$ cat config.mk
export PLATFORM = sky130hd
export DESIGN_NAME = ccp_unit
export DESIGN_NICKNAME = d
export VERILOG_FILES = /design/src/rtl/ccp_pkg.sv /design/src/rtl/ccp_datapath.sv /design/src/rtl/ccp_ctrl.sv /design/src/rtl/ccp_unit.sv
export SDC_FILE = /design/constraint.sdc
export NUM_CORES = 1
export LEC_CHECK = 0
export ABC_AREA = 1
export CORE_ASPECT_RATIO = 1.5
export CORE_MARGIN = 2
export CORE_UTILIZATION = 50
export DETAILED_ROUTE_END_ITERATION = 6
export PLACE_DENSITY = 0.77
export SYNTH_ARGS = -nofsm -noshare
export SYNTH_HDL_FRONTEND = slang
export SYNTH_SLANG_ARGS = --single-unit
$ cat constraint.sdc
create_clock -name clk -period 4.9 [get_ports clk]
set_clock_uncertainty 0.2 [all_clocks]
set_input_delay 0.49 -clock clk [delete_from_list [all_inputs] [get_ports clk]]
set_output_delay 0.49 -clock clk [all_outputs]
set_load 0.1 [all_outputs]
$ cat src/rtl/ccp_pkg.sv
package ccp_pkg;
  localparam logic [3:0] MODE_OFF      = 4'b0000;
  localparam logic [3:0] MODE_CAP_FALL = 4'b0100;
  localparam logic [3:0] MODE_CAP_RISE = 4'b0101;
  localparam logic [3:0] MODE_CAP_4    = 4'b0110;
  localparam logic [3:0] MODE_CAP_16   = 4'b0111;
  localparam logic [3:0] MODE_CMP_SET  = 4'b1000;
  localparam logic [3:0] MODE_CMP_CLR  = 4'b1001;
  localparam logic [3:0] MODE_CMP_SOFT = 4'b1010;
  localparam logic [3:0] MODE_CMP_EVT  = 4'b1011;

  localparam logic [1:0] ADDR_LOW  = 2'd0;
  localparam logic [1:0] ADDR_HIGH = 2'd1;
  localparam logic [1:0] ADDR_CTRL = 2'd2;
  localparam logic [1:0] ADDR_FLAG = 2'd3;

  typedef struct packed {
    logic capture;
    logic dutyLoad;
    logic dutyClear;
  } ccpStrobe_t;

  function automatic logic isCapture(input logic [3:0] m);
    return m[3:2] == 2'b01;
  endfunction

  function automatic logic isCompare(input logic [3:0] m);
    return m[3:2] == 2'b10;
  endfunction

  function automatic logic isPwm(input logic [3:0] m);
    return m[3:2] == 2'b11;
  endfunction
endpackage

$ cat src/rtl/ccp_datapath.sv
module ccp_datapath
  import ccp_pkg::*;
#(
  parameter int TIMER_W = 16,
  parameter int BYTE_W  = 8,
  parameter int PRE_W   = 2
) (
  input  logic               clk,
  input  logic               rstN,
  input  logic               wrEn,
  input  logic [1:0]         addr,
  input  logic [BYTE_W-1:0]  wrData,
  output logic [BYTE_W-1:0]  rdData,
  input  logic [TIMER_W-1:0] slowTimer,
  input  logic [BYTE_W+PRE_W-1:0] pwmCount,
  input  ccpStrobe_t         strobe,
  input  logic               irqFlag,
  output logic [3:0]         mode,
  output logic [3:0]         newMode,
  output logic               modeChange,
  output logic               match,
  output logic               pwmLevel,
  output logic               periodStart
);
  localparam int NUM_BYTES = TIMER_W / BYTE_W;
  localparam int CNT_W     = BYTE_W + PRE_W;
  localparam int CTRL_W    = 4 + PRE_W;

  logic [TIMER_W-1:0] ccpReg;
  logic [CTRL_W-1:0]  ctrlBits;
  logic [CNT_W-1:0]   dutyBuf;
  logic [CNT_W-1:0]   activeDuty;

  for (genvar b = 0; b < NUM_BYTES; b++) begin : g_byte
    always_ff @(posedge clk or negedge rstN) begin
      if (!rstN)
        ccpReg[b*BYTE_W +: BYTE_W] <= '0;
      else if (strobe.capture)
        ccpReg[b*BYTE_W +: BYTE_W] <= slowTimer[b*BYTE_W +: BYTE_W];
      else if (wrEn && addr == 2'(b))
        ccpReg[b*BYTE_W +: BYTE_W] <= wrData;
    end
  end

  always_ff @(posedge clk or negedge rstN) begin
    if (!rstN)
      ctrlBits <= '0;
    else if (wrEn && addr == ADDR_CTRL)
      ctrlBits <= wrData[CTRL_W-1:0];
  end

  always_ff @(posedge clk or negedge rstN) begin
    if (!rstN)
      activeDuty <= '0;
    else if (strobe.dutyClear)
      activeDuty <= '0;
    else if (strobe.dutyLoad)
      activeDuty <= dutyBuf;
  end

  assign mode        = ctrlBits[3:0];
  assign newMode     = wrData[3:0];
  assign modeChange  = wrEn && addr == ADDR_CTRL && wrData[3:0] != ctrlBits[3:0];
  assign dutyBuf     = {ccpReg[BYTE_W-1:0], ctrlBits[CTRL_W-1:4]};
  assign match       = isCompare(mode) && ccpReg == slowTimer;
  assign periodStart = pwmCount == '0;
  assign pwmLevel    = periodStart ? (dutyBuf != '0) : (pwmCount < activeDuty);

  always_comb begin
    case (addr)
      ADDR_LOW:  rdData = ccpReg[BYTE_W-1:0];
      ADDR_HIGH: rdData = ccpReg[2*BYTE_W-1:BYTE_W];
      ADDR_CTRL: rdData = BYTE_W'(ctrlBits);
      default:   rdData = BYTE_W'(irqFlag);
    endcase
  end

  // the active duty only moves at a period start or when leaving PWM
  a_r11_duty_buffered: assert property (@(posedge clk) disable iff (!rstN)
    !$stable(activeDuty) |-> $past(periodStart || !isPwm(mode)));

  // a capture leaves the 16-bit count in the working register
  a_r5_capture_value: assert property (@(posedge clk) disable iff (!rstN)
    strobe.capture |=> ccpReg == $past(slowTimer));
endmodule

$ cat src/rtl/ccp_ctrl.sv
module ccp_ctrl
  import ccp_pkg::*;
#(
  parameter int EDGE_CNT_W = 4
) (
  input  logic       clk,
  input  logic       rstN,
  input  logic       pinIn,
  input  logic       wrEn,
  input  logic [1:0] addr,
  input  logic       wrBit0,
  input  logic [3:0] mode,
  input  logic [3:0] newMode,
  input  logic       modeChange,
  input  logic       match,
  input  logic       pwmLevel,
  input  logic       periodStart,
  output ccpStrobe_t strobe,
  output logic       pinOut,
  output logic       irqFlag,
  output logic       timerClr,
  output logic       convStart
);
  localparam logic [EDGE_CNT_W-1:0] LIMIT_4  = EDGE_CNT_W'(3);
  localparam logic [EDGE_CNT_W-1:0] LIMIT_16 = EDGE_CNT_W'(15);

  logic syncA, syncB, syncC;
  logic riseSeen, fallSeen;
  logic [EDGE_CNT_W-1:0] edgeCnt, edgeLimit;
  logic prescaled, capHit, pinNext;

  always_ff @(posedge clk or negedge rstN) begin
    if (!rstN) begin
      syncA <= 1'b0;
      syncB <= 1'b0;
      syncC <= 1'b0;
    end else begin
      syncA <= pinIn;
      syncB <= syncA;
      syncC <= syncB;
    end
  end

  assign riseSeen  = syncB && !syncC;
  assign fallSeen  = !syncB && syncC;
  assign prescaled = mode == MODE_CAP_4 || mode == MODE_CAP_16;
  assign edgeLimit = (mode == MODE_CAP_4) ? LIMIT_4 : LIMIT_16;

  always_ff @(posedge clk or negedge rstN) begin
    if (!rstN)
      edgeCnt <= '0;
    else if (modeChange || !prescaled)
      edgeCnt <= '0;
    else if (riseSeen)
      edgeCnt <= (edgeCnt == edgeLimit) ? '0 : edgeCnt + 1'b1;
  end

  always_comb begin
    case (mode)
      MODE_CAP_FALL: capHit = fallSeen;
      MODE_CAP_RISE: capHit = riseSeen;
      MODE_CAP_4, MODE_CAP_16: capHit = riseSeen && edgeCnt == edgeLimit;
      default:       capHit = 1'b0;
    endcase
  end

  assign strobe.capture   = capHit;
  assign strobe.dutyLoad  = isPwm(mode) && periodStart;
  assign strobe.dutyClear = !isPwm(mode);

  always_comb begin
    pinNext = 1'b0;
    if (modeChange) begin
      case (newMode)
        MODE_CMP_CLR:                pinNext = 1'b1;
        MODE_CMP_SOFT, MODE_CMP_EVT: pinNext = pinOut;
        default:                     pinNext = 1'b0;
      endcase
    end else if (isPwm(mode)) begin
      pinNext = pwmLevel;
    end else if (isCompare(mode)) begin
      pinNext = pinOut;
      if (match && mode == MODE_CMP_SET) pinNext = 1'b1;
      if (match && mode == MODE_CMP_CLR) pinNext = 1'b0;
    end
  end

  always_ff @(posedge clk or negedge rstN) begin
    if (!rstN) begin
      pinOut    <= 1'b0;
      irqFlag   <= 1'b0;
      timerClr  <= 1'b0;
      convStart <= 1'b0;
    end else begin
      pinOut    <= pinNext;
      timerClr  <= match && mode == MODE_CMP_EVT;
      convStart <= match && mode == MODE_CMP_EVT;
      if (capHit || match)
        irqFlag <= 1'b1;
      else if (wrEn && addr == ADDR_FLAG && !wrBit0)
        irqFlag <= 1'b0;
    end
  end

  // the flag falls only after a clearing write
  a_r3_flag_sticky: assert property (@(posedge clk) disable iff (!rstN)
    $fell(irqFlag) |-> $past(wrEn && addr == ADDR_FLAG && !wrBit0));

  // the conversion strobe follows a compare match
  a_r9_strobe_after_match: assert property (@(posedge clk) disable iff (!rstN)
    convStart |-> $past(match));

  // in set mode the pin never falls without a mode change
  a_r7_set_no_fall: assert property (@(posedge clk) disable iff (!rstN)
    $past(mode == MODE_CMP_SET && !modeChange) |-> !$fell(pinOut));

  // the soft compare mode leaves the pin alone
  a_r8_soft_pin_stable: assert property (@(posedge clk) disable iff (!rstN)
    $past(mode == MODE_CMP_SOFT && !modeChange) |-> $stable(pinOut));

  // off, reserved and capture modes keep the pin low
  a_r12_idle_pin_low: assert property (@(posedge clk) disable iff (!rstN)
    $past(!isPwm(mode) && !isCompare(mode) && !modeChange) |-> !pinOut);

  // the divide-by-4 count stays inside its range
  a_r6_edge_range: assert property (@(posedge clk) disable iff (!rstN)
    (mode == MODE_CAP_4 && $stable(mode)) |-> edgeCnt <= LIMIT_4);
endmodule

$ cat src/rtl/ccp_unit.sv
module ccp_unit
  import ccp_pkg::*;
(
  input  logic        clk,
  input  logic        rstN,
  input  logic        wrEn,
  input  logic [1:0]  addr,
  input  logic [7:0]  wrData,
  output logic [7:0]  rdData,
  input  logic [15:0] slowTimer,
  input  logic [7:0]  fastTimer,
  input  logic [1:0]  fastPre,
  input  logic        pinIn,
  output logic        pinOut,
  output logic        irqFlag,
  output logic        timerClr,
  output logic        convStart
);
  ccpStrobe_t strobe;
  logic [3:0] mode, newMode;
  logic       modeChange, match, pwmLevel, periodStart;

  ccp_datapath #(.TIMER_W(16), .BYTE_W(8), .PRE_W(2)) i_datapath (
    .clk        (clk),
    .rstN       (rstN),
    .wrEn       (wrEn),
    .addr       (addr),
    .wrData     (wrData),
    .rdData     (rdData),
    .slowTimer  (slowTimer),
    .pwmCount   ({fastTimer, fastPre}),
    .strobe     (strobe),
    .irqFlag    (irqFlag),
    .mode       (mode),
    .newMode    (newMode),
    .modeChange (modeChange),
    .match      (match),
    .pwmLevel   (pwmLevel),
    .periodStart(periodStart)
  );

  ccp_ctrl #(.EDGE_CNT_W(4)) i_ctrl (
    .clk        (clk),
    .rstN       (rstN),
    .pinIn      (pinIn),
    .wrEn       (wrEn),
    .addr       (addr),
    .wrBit0     (wrData[0]),
    .mode       (mode),
    .newMode    (newMode),
    .modeChange (modeChange),
    .match      (match),
    .pwmLevel   (pwmLevel),
    .periodStart(periodStart),
    .strobe     (strobe),
    .pinOut     (pinOut),
    .irqFlag    (irqFlag),
    .timerClr   (timerClr),
    .convStart  (convStart)
  );
endmodule

==> results.txt <==
Worst R2R Path Depth -> 12
WHS -> 128 ps
peak supply drop -> 0.214 mV
Hold Violations, Final -> 0
initial core utilization -> 52.3%
global-route wire length before repair -> 11.9 mm
FF-to-FF setup slack -> 2660 ps
Syn Nets -> 453
Yosys top cell area share -> 36.6%
Final period util -> 71.7%
worst hold path class -> input port to asynchronous set/reset pin
RSZ-0062 raised after global routing -> false
critical path required time -> 4210 ps
Clk Latency, worst-skew pair -> 300 ps
total wire length -> 7.10 mm
layout cells sized above 1 -> 8.52%
Cell Chain, Critical Path -> clkdlybuf4s50_1 > nor2_1 > clkinv_1 > o2111ai_1 > clkdlybuf4s50_1
critical path's slowest cell -> clkdlybuf4s50_1
pin count of the biggest net entering global routing -> 43
count leader, synth -> nand2_1
Via density -> 5.15
main flop type after synthesis -> dfrtp_1
CTS tree -> done
Filler cells -> 527
I/O pin count -> 52
die height -> 96.8 um
syn avg cell area -> 7.12 um^2
ANT cells -> 0
synth unique cells -> 37
Synth Cell Area -> 2870 um^2
DP HPWL -> 5.62 mm
Leak -> 1.78 nW
Cells after Synth -> 403
asr flop ratio synth -> 100%
setup bufs post-CTS -> 0
Routability Congestion -> 0.878
via count -> 2,721
Core ar. -> 5490 um^2
Post-synth EDFFs -> 0
most frequent cells after synthesis -> nand2_1 (161), inv_1 (51), dfrtp_1 (42)
final slew viol count -> 0
CP max FO -> 9
cell repeated most along the worst path -> clkdlybuf4s50_1
Total Neg Setup Slack -> 0 ps
CTS sink cnt -> 42
vias in the first global route -> 2,575
CTS clk-pin slew, worst paths -> 80 ps
Critical Path Source -> addr[0]
status -> complete, no violations
post-cts sizing count -> 0
# setup viols final -> 0
Rel. slew slack -> 33.6%
initial DRC count -> 113
reg2reg start -> i_datapath.ctrlBits[3]
Seq cells post-synth -> 42
mean routed wirelength per cell -> 13.5 um
DRC -> 0
CP max stage delay -> 1190 ps
Num CTS Buffers -> 5
DRT Pass-1 Iters -> 4
hold bufs inserted after CTS -> 0
I/O Buffers -> 51
Die Wd -> 65.9 um
worst-margin pin slew -> 993 ps
Clock Root Buffer -> clkbuf_8
Max Cap Viol -> 0
die area -> 6370 um^2
cell taking the most area after synthesis -> dfrtp_1
critical path arrival -> 2820 ps
Core Rows -> 33
Setup CP Type -> input port to primary output
Yosys warnings -> 0
Tmin final -> 3510 ps
ANT nets after route -> 0
post-synthesis sequential area ratio -> 36.6%
Area Overhead vs Synth -> 22.7%
pwr/cell area -> 332 nW/um^2
maximum clock path buffer count -> 2
Area contributors post-synth -> dfrtp_1 (37%), nand2_1 (21%), inv_1 (6.7%)
RR Endpoint -> i_datapath.ccpReg[12]
GRT Total Usage -> 24.1%
CP endpoint -> rdData[0]
Startpoint Class -> input port
Peak Freq -> 0.285 GHz
fin nets -> 507
grt ovf -> 0
antenna violations before repair -> 0
CTS HTree Levels -> 2
element type at the critical path end -> primary output
-- cell families after synthesis --
family / after synthesis / synth area share (%)
adders and majority gates: 10 / 4.36
xor gates and xnor gates: 9 / 2.75
DFF: 42 / 36.6
AOI/OAI and AO/OA: 36 / 7.67
buffers and inverters: 60 / 8.94
muxes: 1 / 0.392
and+or+nand+nor: 245 / 39.3
-- through the flow --
stage	power, mW	std cells	util [%]	instance area (um^2)	worst slack, ps
after floorplan	0.787	403	-	2870	1310
after CTS	1.17	528	64.1	3520	1400
final	1.17	528	64.1	3520	1390
after detailed placement	0.931	520	62.4	3430	1430
after global placement	0.924	520	62.4	3430	1440
after global routing	1.24	528	64.1	3520	1240
-- where the power goes --
part           internal, mW  switching, mW  leakage (nW)
Sequential            0.400         0.0496         0.542
Clock                 0.113          0.129        0.0472
Combinational         0.146          0.330          1.19
-- placed cells by master (no fill, tap or decap), types with 2 or more instances in the layout --
cell | netlist | final
a21oi_1 | 6 | 6
clkbuf_8 | 0 | 6
clkdlybuf4s50_1 | 0 | 50
dfrtp_1 | 42 | 42
ha_1 | 10 | 10
inv_1 | 51 | 51
inv_2 | 2 | 2
inv_6 | 2 | 2
nand2_1 | 161 | 161
nand2_2 | 11 | 11
nand3_1 | 9 | 9
nand3_2 | 3 | 3
nand3b_1 | 2 | 2
nand4_1 | 11 | 11
nor2_1 | 32 | 32
nor2_2 | 3 | 3
nor2_8 | 3 | 3
nor3_1 | 3 | 3
o21ai_0 | 11 | 11
o221ai_1 | 5 | 5
o22ai_1 | 10 | 10
xor2_1 | 9 | 9
-- per-layer routing --
| metal | share of wire [%] | track usage [%] | vias up |
|---|---|---|---|
| li1 | - | - | 1384 |
| met1 | 39 | 27.8 | 1241 |
| met2 | 53 | 42.3 | 77 |
| met3 | 4.6 | 3.84 | 19 |
| met4 | 3.4 | 10.9 | 0 |
| met5 | 0 | 0 | - |
-- how the worst min path moves through the flow --
stage,start,end,slack (ps),cells after the start
2_1_floorplan,rstN,i_ctrl.edgeCnt[0],-6,0
3_3_place_gp,i_ctrl.syncA,i_ctrl.syncB,130,0
3_5_place_dp,i_ctrl.syncA,i_ctrl.syncB,150,0
4_1_cts,rstN,i_datapath.activeDuty[0],170,1
5_1_grt,i_ctrl.syncA,i_ctrl.syncB,190,0
6_report,rstN,i_datapath.ccpReg[12],130,1
-- layout make-up --
class | count | area [um^2] | area share, %
Timing Repair Buffer | 51 | 505 | 14.4
Clock inverter | 2 | 12.5 | 0.355
Tap cell | 70 | 87.6 | 2.49
Sequential cell | 42 | 1050 | 29.8
Multi-Input combinational cell | 301 | 1560 | 44.4
Clock buffer | 6 | 82.6 | 2.34
Inverter | 56 | 220 | 6.25
-- flip-flops by register name (all words and copies together), names as in the netlist --
register,count
i_ctrl.pinOut,1
i_ctrl.edgeCnt,4
i_ctrl.syncC,1
i_datapath.ctrlBits,6
i_datapath.activeDuty,10
i_ctrl.syncA,1
i_ctrl.irqFlag,1
i_ctrl.syncB,1
i_ctrl.timerClr,1
i_datapath.ccpReg,16
-- worst max-delay path: cells and delay by family --
family / cells / cell delay (ps)
buf+inv: 3 / 1910
compound gates: 1 / 280
simple gates: 1 / 130
(Power assumes the default switching activity.)
